### src/rtl/irq_bank_pkg.sv
package irq_bank_pkg;
  localparam int WORD_W       = 32;
  localparam int NUM_WORDS    = 2;
  localparam int NUM_BANKS    = 3;
  localparam int ADDR_W       = 10;
  localparam int GROUP_STRIDE = 'h18;
  // address page (addr[9:8]) of each bank; page 2 stays unmapped
  localparam int BANK_PAGE [NUM_BANKS] = '{0, 1, 3};

  typedef enum logic [2:0] {
    REG_STAT     = 3'd0,
    REG_RAW      = 3'd1,
    REG_EN_SET   = 3'd2,
    REG_EN_CLR   = 3'd3,
    REG_SOFT_SET = 3'd4,
    REG_SOFT_CLR = 3'd5,
    REG_NONE     = 3'd7
  } reg_kind_e;
endpackage

### src/rtl/irq_bank_decode.sv
module irq_bank_decode
  import irq_bank_pkg::*;
#(
  parameter int ADDR_W = irq_bank_pkg::ADDR_W,
  parameter int NB     = irq_bank_pkg::NUM_BANKS,
  parameter int NW     = irq_bank_pkg::NUM_WORDS
) (
  input  logic [ADDR_W-1:0] addr_i,
  output logic [NB-1:0]     bank_hit_o,
  output logic [NW-1:0]     word_sel_o,
  output reg_kind_e         kind_o
);
  localparam int PAGE_W = ADDR_W - 8;

  logic [PAGE_W-1:0] page;
  logic [7:0]        offs;

  assign page = addr_i[ADDR_W-1:8];
  assign offs = addr_i[7:0];

  always_comb begin
    bank_hit_o = '0;
    for (int b = 0; b < NB; b++) begin
      if (int'(page) == BANK_PAGE[b]) bank_hit_o[b] = 1'b1;
    end
  end

  always_comb begin
    word_sel_o = '0;
    kind_o     = REG_NONE;
    if (offs[1:0] == 2'b00) begin
      for (int w = 0; w < NW; w++) begin
        if (int'(offs) >= w * GROUP_STRIDE && int'(offs) < (w + 1) * GROUP_STRIDE) begin
          word_sel_o[w] = 1'b1;
          kind_o        = reg_kind_e'(3'((int'(offs) - w * GROUP_STRIDE) >> 2));
        end
      end
    end
  end
endmodule

### src/rtl/irq_word_regs.sv
module irq_word_regs
  import irq_bank_pkg::*;
#(
  parameter int W = irq_bank_pkg::WORD_W
) (
  input  logic         clk_i,
  input  logic         rst_ni,
  input  logic [W-1:0] src_i,
  input  logic         wr_i,
  input  reg_kind_e    kind_i,
  input  logic [W-1:0] wdata_i,
  output logic [W-1:0] raw_o,
  output logic [W-1:0] stat_o
);
  logic [W-1:0] en_q, soft_q;

  always_ff @(posedge clk_i or negedge rst_ni) begin
    if (!rst_ni) begin
      en_q   <= '0;
      soft_q <= '0;
    end else if (wr_i) begin
      unique case (kind_i)
        REG_EN_SET:   en_q   <= en_q | wdata_i;
        REG_EN_CLR:   en_q   <= en_q & ~wdata_i;
        REG_SOFT_SET: soft_q <= soft_q | wdata_i;
        REG_SOFT_CLR: soft_q <= soft_q & ~wdata_i;
        default: ;  // status offsets are read-only
      endcase
    end
  end

  assign raw_o  = src_i | soft_q;
  assign stat_o = raw_o & en_q;
endmodule

### src/rtl/irq_bank.sv
module irq_bank
  import irq_bank_pkg::*;
#(
  parameter int W  = irq_bank_pkg::WORD_W,
  parameter int NW = irq_bank_pkg::NUM_WORDS
) (
  input  logic            clk_i,
  input  logic            rst_ni,
  input  logic [W*NW-1:0] src_i,
  input  logic            wr_i,
  input  logic [NW-1:0]   word_sel_i,
  input  reg_kind_e       kind_i,
  input  logic [W-1:0]    wdata_i,
  output logic [W*NW-1:0] raw_o,
  output logic [W*NW-1:0] stat_o,
  output logic [W-1:0]    rd_word_o,
  output logic            irq_o
);
  logic [NW-1:0][W-1:0] raw_w, stat_w;

  for (genvar w = 0; w < NW; w++) begin : g_word
    irq_word_regs #(.W(W)) u_word (
      .clk_i   (clk_i),
      .rst_ni  (rst_ni),
      .src_i   (src_i[w*W +: W]),
      .wr_i    (wr_i & word_sel_i[w]),
      .kind_i  (kind_i),
      .wdata_i (wdata_i),
      .raw_o   (raw_w[w]),
      .stat_o  (stat_w[w])
    );
  end

  assign raw_o  = raw_w;
  assign stat_o = stat_w;

  // set/clear ports are write-only and read back as zero
  always_comb begin
    rd_word_o = '0;
    for (int w = 0; w < NW; w++) begin
      if (word_sel_i[w]) begin
        if (kind_i == REG_STAT)     rd_word_o = stat_w[w];
        else if (kind_i == REG_RAW) rd_word_o = raw_w[w];
      end
    end
  end

  always_ff @(posedge clk_i or negedge rst_ni) begin
    if (!rst_ni) irq_o <= 1'b0;
    else         irq_o <= |stat_w;
  end
endmodule

### src/rtl/irq_mask_bank_top.sv
module irq_mask_bank_top
  import irq_bank_pkg::*;
#(
  parameter int W      = irq_bank_pkg::WORD_W,
  parameter int NW     = irq_bank_pkg::NUM_WORDS,
  parameter int NB     = irq_bank_pkg::NUM_BANKS,
  parameter int ADDR_W = irq_bank_pkg::ADDR_W
) (
  input  logic              clk_i,
  input  logic              rst_ni,
  input  logic [W*NW-1:0]   irq_src_i,
  input  logic [ADDR_W-1:0] bus_addr_i,
  input  logic              bus_we_i,
  input  logic [W-1:0]      bus_wdata_i,
  input  logic              bus_re_i,
  output logic [W-1:0]      bus_rdata_o,
  output logic              bus_rvalid_o,
  output logic [NB-1:0]     irq_o
);
  localparam int LINES = W * NW;

  logic [NB-1:0]             bank_hit;
  logic [NW-1:0]             word_sel;
  reg_kind_e                 kind;
  logic [NB-1:0][LINES-1:0]  bank_raw, bank_stat;
  logic [NB-1:0][W-1:0]      bank_rd;
  logic [W-1:0]              rd_mux;

  irq_bank_decode #(.ADDR_W(ADDR_W), .NB(NB), .NW(NW)) u_dec (
    .addr_i     (bus_addr_i),
    .bank_hit_o (bank_hit),
    .word_sel_o (word_sel),
    .kind_o     (kind)
  );

  for (genvar b = 0; b < NB; b++) begin : g_bank
    irq_bank #(.W(W), .NW(NW)) u_bank (
      .clk_i      (clk_i),
      .rst_ni     (rst_ni),
      .src_i      (irq_src_i),
      .wr_i       (bus_we_i & bank_hit[b]),
      .word_sel_i (word_sel),
      .kind_i     (kind),
      .wdata_i    (bus_wdata_i),
      .raw_o      (bank_raw[b]),
      .stat_o     (bank_stat[b]),
      .rd_word_o  (bank_rd[b]),
      .irq_o      (irq_o[b])
    );
  end

  always_comb begin
    rd_mux = '0;
    for (int b = 0; b < NB; b++) begin
      if (bank_hit[b]) rd_mux = rd_mux | bank_rd[b];
    end
  end

  always_ff @(posedge clk_i or negedge rst_ni) begin
    if (!rst_ni) begin
      bus_rdata_o  <= '0;
      bus_rvalid_o <= 1'b0;
    end else begin
      bus_rvalid_o <= bus_re_i;
      bus_rdata_o  <= bus_re_i ? rd_mux : '0;
    end
  end
endmodule

### config.mk
export PLATFORM = sky130hd
export DESIGN_NAME = irq_mask_bank_top
export DESIGN_NICKNAME = d
export VERILOG_FILES = /design/src/rtl/irq_bank_pkg.sv /design/src/rtl/irq_bank_decode.sv /design/src/rtl/irq_word_regs.sv /design/src/rtl/irq_bank.sv /design/src/rtl/irq_mask_bank_top.sv
export SDC_FILE = /design/constraint.sdc
export NUM_CORES = 1
export LEC_CHECK = 0
export BUFFER_PORTS_ARGS = -buffer_cell sky130_fd_sc_hd__buf_4
export CAP_MARGIN = 15
export CORE_MARGIN = 1
export CORE_UTILIZATION = 50
export CTS_BUF_LIST = sky130_fd_sc_hd__clkbuf_16
export DETAILED_ROUTE_END_ITERATION = 8
export PLACE_DENSITY_LB_ADDON = 0.1
export SLEW_MARGIN = 20
export SYNTH_ARGS = -nofsm -noshare
export SYNTH_HDL_FRONTEND = slang
export SYNTH_HIERARCHICAL = 1
export SYNTH_SLANG_ARGS = --single-unit
### constraint.sdc
create_clock -name clk_i -period 3.2 [get_ports clk_i]
set_input_delay 0.48 -clock clk_i [delete_from_list [all_inputs] [get_ports clk_i]]
set_output_delay 0.48 -clock clk_i [all_outputs]
set_load 0.03 [all_outputs]
-- Yosys cells after proc, flatten, opt, wreduce, memory -nomap -nowiden
Index checks and enable logic that the tools add are counted.
- register bits: 420
- bits in latches: 0
- memory bits (writable): 0
- ROM bits: 0
- bits of input ports: 110
- logic and storage cells: 140
- memories kept: 0
- add/sub/neg operators: 1
- $mul: 0
- div/mod/pow operators: 0
- order comparisons: 3
- eq/ne operators: 7
- shifts and indexed selects: 0
- muxes and demuxes: 43
- bitwise operators: 48
- reduce and logical (&&, ||, !) cells: 21
- operator list (operator ; number):
    case mux 32 bit (2 select lines) ; 12
    2-to-1 mux 32 bit ; 22
    OR 32 bit ; 20
    AND 32 bit ; 18
    OR reduction 64 bit ; 3
    NOT 32 bit ; 1
    AND reduction 2 bit ; 12
    AND 1 bit ; 9
    2-to-1 mux 3 bit ; 3
    greater-or-equal comparator 8 x 5 -> 1 bit (second input constant) ; 1
    less-than comparator 8 x 5 -> 1 bit (second input constant) ; 1
    less-than comparator 8 x 6 -> 1 bit (second input constant) ; 1
    == test 3 x 2 -> 1 bit (second input constant) ; 2
    == test 3 bit (second input constant) ; 2
    2-to-1 mux 1 bit ; 5
    subtractor 5 bit (second input constant) ; 1
    logical NOT 2 bit ; 2
    nonzero test 2 bit ; 2
    == test 3 x 1 -> 1 bit (second input constant) ; 1
    logical NOT 3 bit ; 1
    == test 2 x 1 -> 1 bit (second input constant) ; 1
    == test 2 bit (second input constant) ; 1
    2-to-1 mux 2 bit ; 1
    logical AND 1 bit ; 1

-- Depth between registers and ports, before layout
Gate-level depths: netlist (run 1).
- word-level depth: 17
- depth in mapped cells: 10

-- Modules after synthesis
The synthesis (run 1) kept the hierarchy.
- by module, submodules not included (module ; times used ; cells an instance ; area an instance (um^2) ; sequential area each (um^2)):
    irq_word_regs ; 6 ; 348 ; 3669.8 ; 1601.5
    irq_bank ; 3 ; 147 ; 997.2 ; 25.0
    irq_mask_bank_top ; 1 ; 115 ; 1497.7 ; 825.8
    irq_bank_decode ; 1 ; 15 ; 108.9 ; 0.0

-- Worst setup path after synthesis (run 1)
No wires, ideal clock.
- kind: input to register
- start: in bus_addr_i[1]
- end: reg bus_rdata_o[21]
- setup time: 0.130 ns
- arrival time: 2.213 ns
- data required time: 3.070 ns
- setup slack: 0.857 ns
- stages on the path: 9
- cells stage by stage: nor4_4 -> nand2_1 -> nor3b_1 -> buf_2 -> buf_2 -> a22oi_1 -> o22ai_1 -> a222oi_1 -> nor2b_1
- RTL lines (element ; line ; text):
    start: declaration ; irq_mask_bank_top.sv:12 ; input logic [ADDR_W-1:0] bus_addr_i,
    end signal: assignment ; irq_mask_bank_top.sv:65 ; bus_rdata_o <= bus_re_i ? rd_mux : '0;
    end: declaration ; irq_mask_bank_top.sv:16 ; output logic [W-1:0] bus_rdata_o,

==> results of run 1 <==
[power by group through the flow]
stage	sequential, mW	combinational, mW	clock [mW]
final	5.34	0.640	5.32
after global routing	5.34	0.678	5.61
after CTS	5.34	0.635	5.39
after detailed placement	5.43	0.631	0
after global placement	5.43	0.626	0
after floorplan	5.43	0.207	0
[worst max-delay path: cells and delay by family (launching register included)]
kind                   cells  cell delay, ns
and+or+nand+nor            5            1.84
buffers and inverters      1            0.21
DFF                        1            0.37
[per-layer routing]
metal	global-route usage (%)	share of wire [%]
met2	48.9	45
met3	5.31	8.1
met5	0	0.015
met4	10.7	3.1
met1	45.5	44
[synth_stat cells, drive strengths merged (6+ instances only)]
cell type  count  area (um^2)
nor2b         34          213
mux2i        386         3860
nand4b       384         3360
a22oi        186         1400
o22ai         93          582
o21ai          6         30.0
and2         203         1270
dfrtp        420        10500
inv          390         1460
buf          201         1610
nand4         12         75.1
nand2         13         48.8
nor4          49          378
a222oi        32          320
clkbuf        39          146
or2          192         1200
[cells in the final DEF (no fill, tap or decap), types with 12 or more instances in the layout]
cell type  netlist  routed
clkinv_1         0      18
nor2b_1         34      33
buf_12           0      28
nor4_1          39      39
buf_4           60     198
mux2i_1        386     386
dfrtp_1        420     420
clkbuf_16        0      53
inv_1          390     405
or2_2          192     192
nand4b_1       384     384
o22ai_1         93      93
a222oi_1        32      32
a22oi_1        186     186
nand4_1         12      12
and2_1         202     195
[area by class of cell]
| cell class | instances | area, um^2 |
|---|---|---|
| Clock buffer | 53 | 1330 |
| Clock inverter | 41 | 164 |
| Fill cell | 4673 | 23200 |
| Inverter | 390 | 1460 |
| Multi-Input combinational cell | 1609 | 13000 |
| Sequential cell | 420 | 10500 |
| Tap cell | 688 | 861 |
| Timing Repair Buffer | 228 | 2070 |
[final timing paths]
path	from	end	slack, ns	depth (start not counted)
max	register	g_bank[0].u_bank/irq_o	0.63	6
min	bus_wdata_i[5]	register	0.27	3
max reg2reg	register	g_bank[0].u_bank/irq_o	0.63	6
min reg2reg	register	register	0.51	2
max in group asynchronous	rst_ni	async pin	1.74	4
min in group asynchronous	rst_ni	async pin	0.49	2
[cell families (layout without fill, tap and decap cells)]
| kind of cell | count (synthesis) | in the layout | synth area share [%] |
|---|---|---|---|
| AND/OR/NAND/NOR | 901 | 901 | 25.0 |
| buffers and inverters | 630 | 712 | 12.1 |
| flip-flops | 420 | 420 | 39.5 |
| multiplexers | 386 | 386 | 14.5 |
| AO/OA/AOI/OAI | 321 | 321 | 8.87 |
| XOR/XNOR | 1 | 1 | 0.0329 |
==> impl_metrics.ini, run 1 <==
[global_routing]
grt_pass1_vias = 21814
grt_max_degree = 201
grt_usage_pct = 31.9
grt_pass1_wl_um = 132000
antenna_found_initial = 2
grt_overflow = 0

[critical_path]
worstPathArrival_ns = 3.01
cp_max_fo = 2
end_kind = register
worst_setup_path_start_kind = register
crit_slowest_cell = or4_1
slowest_delay_ns = 0.62
crit_type = reg2reg
cp_cell_sequence = or2_2 > and2_1 > nor4_1 > buf_4 > nand4_1 > or4_1
worstPathRequired_ns = 3.64

[power_and_ir_drop]
max-vdd-ir-drop_mv = 0.365
combPwrFrac_pct = 5.7
p_total_mw = 11.3
power_frac_seq_pct = 47.3
p_switching_mw = 2.82
p_leak_nw = 14.8
power.internal_mw = 8.48
pwr-share-clk_pct = 47.1
pwr_density_cell_mw_per_mm2 = 385
swShare_pct = 24.9

[cells_and_area]
diodes = 0
drive_above_1_share_pct = 18.7
layout.cells.non_filler = 3429
area.growth.synth_to_final_pct = 10.4
final_cell_area_mm2 = 0.0294
fin_util_pct = 55.9
fin_nets = 2809

[synthesis]
synth_cell_types = 32
syn_inst = 2659
synth_edf_count = 0
synth.avg_cell_area_um2 = 10.0
synthArstFlopShare_pct = 100
ys_warn_count = 6
syn_area_mm2 = 0.0266
ys_ff_latch = 420
ys.flop_type = dfrtp_1
syn_nets = 2769
synth_seq_area_share_pct = 39.5

[clock_network]
ctsHoldBuffers = 1
cts_tree = built
clk_pin_slew_ns = 0.06
htree_levels = 2
clock-sinks = 420
root_buffer = clkbuf_16
postCtsResizedCells = 0
numCtsBuffers = 50
clk_latency_ns = 0.60
cts_setup_buffers = 0
cts_buffer_depth = 3

[placement]
dpl_cell_area_mm2 = 0.0279
hpwl_um = 51600
dpl_worst_slack_ns = 0.284
io_buffers = 145
place_inst = 3334
gp_congestion = 0.868

[floorplanning]
start_util_pct = 50.7
rows = 84
core_area_mm2 = 0.0526
die_h_um = 233
die_area_mm2 = 0.0542
die_w_um = 233
ios = 146

[sta]
finalCriticalPeriod_ns = 2.57
post-route-period-util_pct = 80.4
hold_ws_ns = 0.275
clock.fmax_ghz = 0.389
layout_setup_ws_ns = 0.627
rsz0062_at_grt = no
slew_headroom_pct = 20.7
clock_skew_ns = 0.00981
tightest_slew_ns = 1.19
setup_viol = 0
finalSetupTns_ns = 0
timing.final.max_slew_violations = 0
hold_viol = 0

[routing]
drt_iter0_drc = 2795
dr.pass1.iters = 9
num_vias = 21621
viasPerCell = 6.31
drtAntennaViolNets = 0
wl_per_cell_um = 25.3
drcViolationCount = 5
drt_wl_total_um = 86900

[outcome]
outcome = finished with violations
violations = design-rule violations

[job]
max_cap_viol_count = 0

[worst_hold_path]
hold_path_class = in2reg
(Power assumes the default switching activity.)
==> run 2: changes to the inputs <==
- ABC_AREA: not set -> 1
- clock period: 3.2 -> 2.3 ns (I/O delays scaled with it)
==> run 2 against run 1 <==
- the run now ends clean
- register-to-register slack worse by 0.19 ns
- synthesized cell count grew 70%
- largest cell class unchanged
- via count up 43%
- combinational power grew 140%
- critical path depth rose by 11
- clock-buffer cell count is the same
- first-iteration DRC count grew 14%
- clock skew increased by 0.0060 ns
- critical endpoint is now bus_rdata_o[31]
- synthesized area grew 11%
- setup slack got worse by 0.46 ns
- non-clock buffer count grew 135
==> impl_metrics.ini, run 2 <==
[outcome]
outcome = complete, no violations

[synthesis]
synthSimpleGateAreaFrac_pct = 48.9
synth_compound_area_share_pct = 4.92
synth_top_area_share_pct = 35.4
synth_seq_area_share_pct = 35.4
syn_area_mm2 = 0.0297
synth.avg_cell_area_um2 = 6.55
synthTopCellsByCount = nand2_1 (2223), nor2_1 (514), dfrtp_1 (420)
synth_top_family_by_area = simple AND/OR/NAND/NOR gates
muxShareOfSynthArea_pct = 0
synth_area_leaders = dfrtp_1 (35%), nand2_1 (28%), nand4_1 (8.1%), nor2_1 (6.5%), o21a_1 (4.9%)
syn_nets = 4643
ys.flop_type = dfrtp_1
synth_cell_types = 23
synthArstFlopShare_pct = 100
synth_adder_area_share_pct = 0
syn_inst = 4533
ys_ff_latch = 420
ys_warn_count = 6
synth-xor-area-share_pct = 0
yosysMostFrequentCell = nand2_1
synth_edf_count = 0
yosysTopAreaCell = dfrtp_1

[routing]
num_vias = 30868
drt_iter0_drc = 3179
drcViolationCount = 0
viasPerCell = 5.63
wl_per_cell_um = 21.1
dr.pass1.iters = 5
drt_wl_total_um = 115000
drtAntennaViolNets = 0

[sta]
clock.fmax_ghz = 0.469
slew_headroom_pct = 47.6
layout_setup_ws_ns = 0.168
hold_ws_ns = 0.152
setup_viol = 0
timing.final.max_slew_violations = 0
rsz0062_at_grt = no
clock_skew_ns = 0.0158
finalCriticalPeriod_ns = 2.13
post-route-period-util_pct = 92.7
tightest_slew_ns = 0.785
hold_viol = 0

[floorplanning]
start_util_pct = 51.0
rows = 88
die_w_um = 246
die_h_um = 246
core_area_mm2 = 0.0581
ios = 146
die_area_mm2 = 0.0603

[power_and_ir_drop]
pwr_density_cell_mw_per_mm2 = 495
p_total_mw = 17.0
p_leak_nw = 19.2
max-vdd-ir-drop_mv = 0.599

[global_routing]
antenna_found_initial = 0
grt_pass1_wl_um = 176000
grt_max_degree = 82
grt_overflow = 0
grt_pass1_vias = 28856
grt_usage_pct = 38.5

[clock_network]
clk_latency_ns = 0.61
cts_tree = built
root_buffer = clkbuf_16
clock-sinks = 420
cts_buffer_depth = 3
clk_pin_slew_ns = 0.07
htree_levels = 2
cts_setup_buffers = 0
numCtsBuffers = 51

[critical_path]
crit_type = in2reg
cp_max_fo = 14
end_kind = register
worstPathArrival_ns = 2.68
worstPathRequired_ns = 2.85
worst_setup_path_start_kind = primary input

[job]
max_cap_viol_count = 0

[cells_and_area]
layout.cells.non_filler = 5482
final_cell_area_mm2 = 0.0343
area.growth.synth_to_final_pct = 15.7
regArea_mm2 = 0.0105
multi_input_area_mm2 = 0.0160
diodes = 0
final_cell_mix = nand2_1 (2223), nor2_1 (512), dfrtp_1 (420), nand4_1 (386), inv_1 (249)
fill_cells = 5639
fin_nets = 4786
final_common_cell = nand2_1
drive_above_1_share_pct = 14.5

[placement]
dpl_cell_area_mm2 = 0.0327
dpl_worst_slack_ns = -0.528
place_inst = 5387
io_buffers = 145
gp_congestion = 0.934
hpwl_um = 76100

[worst_hold_path]
hold_path_class = in2reg
==> run 2: area by class of cell <==
type,count,area share (%)
Multi-Input combinational cell,3580,46.7
Clock buffer,53,3.86
Tap cell,765,2.79
Timing Repair Buffer,363,12.3
Sequential cell,420,30.6
Clock inverter,41,0.838
Inverter,260,2.93
==> run 2: logic make-up after synthesis <==
family          count (synthesis)
flops                         420
compound gates                195
simple gates                 3385
buf+inv                       533
==> run 2: timing repair <==
item / in CTS / in global routing
gates resized for setup: 0 / 1
hold endpoints to repair: 34 / 0
hold buffers: 1 / 0
endpoints found under the setup margin: 0 / 35
==> run 2: per-stage QoR <==
step | setup TNS (ns) | util (%)
floorplan | 0 | -
global placement | -131.74 | 56.3
detailed placement | -142.97 | 56.3
CTS | 0 | 59.0
global route | 0 | 59.1
finish | 0 | 59.1
==> run 2: power by group <==
part           switching, mW  total, mW  internal (mW)
registers             0.0215       7.45           7.42
clock network           3.47       8.05           4.58
logic                   1.07       1.51          0.444
==> run 2: final timing paths <==
kind                            cells past startpoint       startpoint                     end  slack, ns
worst max-delay path                               17    bus_addr_i[7]         bus_rdata_o[31]       0.17
worst min-delay path                                4  bus_wdata_i[14]                register       0.15
worst max register to register                      7         register  g_bank[0].u_bank/irq_o       0.44
worst min register to register                      2         register                register       0.48
max in group asynchronous                           3           rst_ni               async pin       1.19
min in group asynchronous                           2           rst_ni               async pin       0.26
==> run 2: layer usage <==
layer	vias to the layer above	wire length, um	global-route usage (%)	share of wire [%]
met4	0	5900	19.2	5.1
met2	1577	52000	60.7	45
met5	-	0	0	0
li1	14569	-	-	-
met3	332	10200	5.19	8.9
met1	14390	47300	51.7	41
==> run 2: worst max-delay path, stage by stage <==
cell and delay (ns):
buf_4 0.12, nor2_4 0.16, nand3_2 0.10, buf_4 0.15
o21ai_0 0.13, nand3_4 0.24, nor3b_2 0.30, buf_12 0.24
buf_12 0.17, nand2_1 0.06, nand2_1 0.05, nand2_1 0.04
nand2_1 0.05, nand2_1 0.05, nand3_1 0.25, nand2_1 0.10
inv_1 0.09
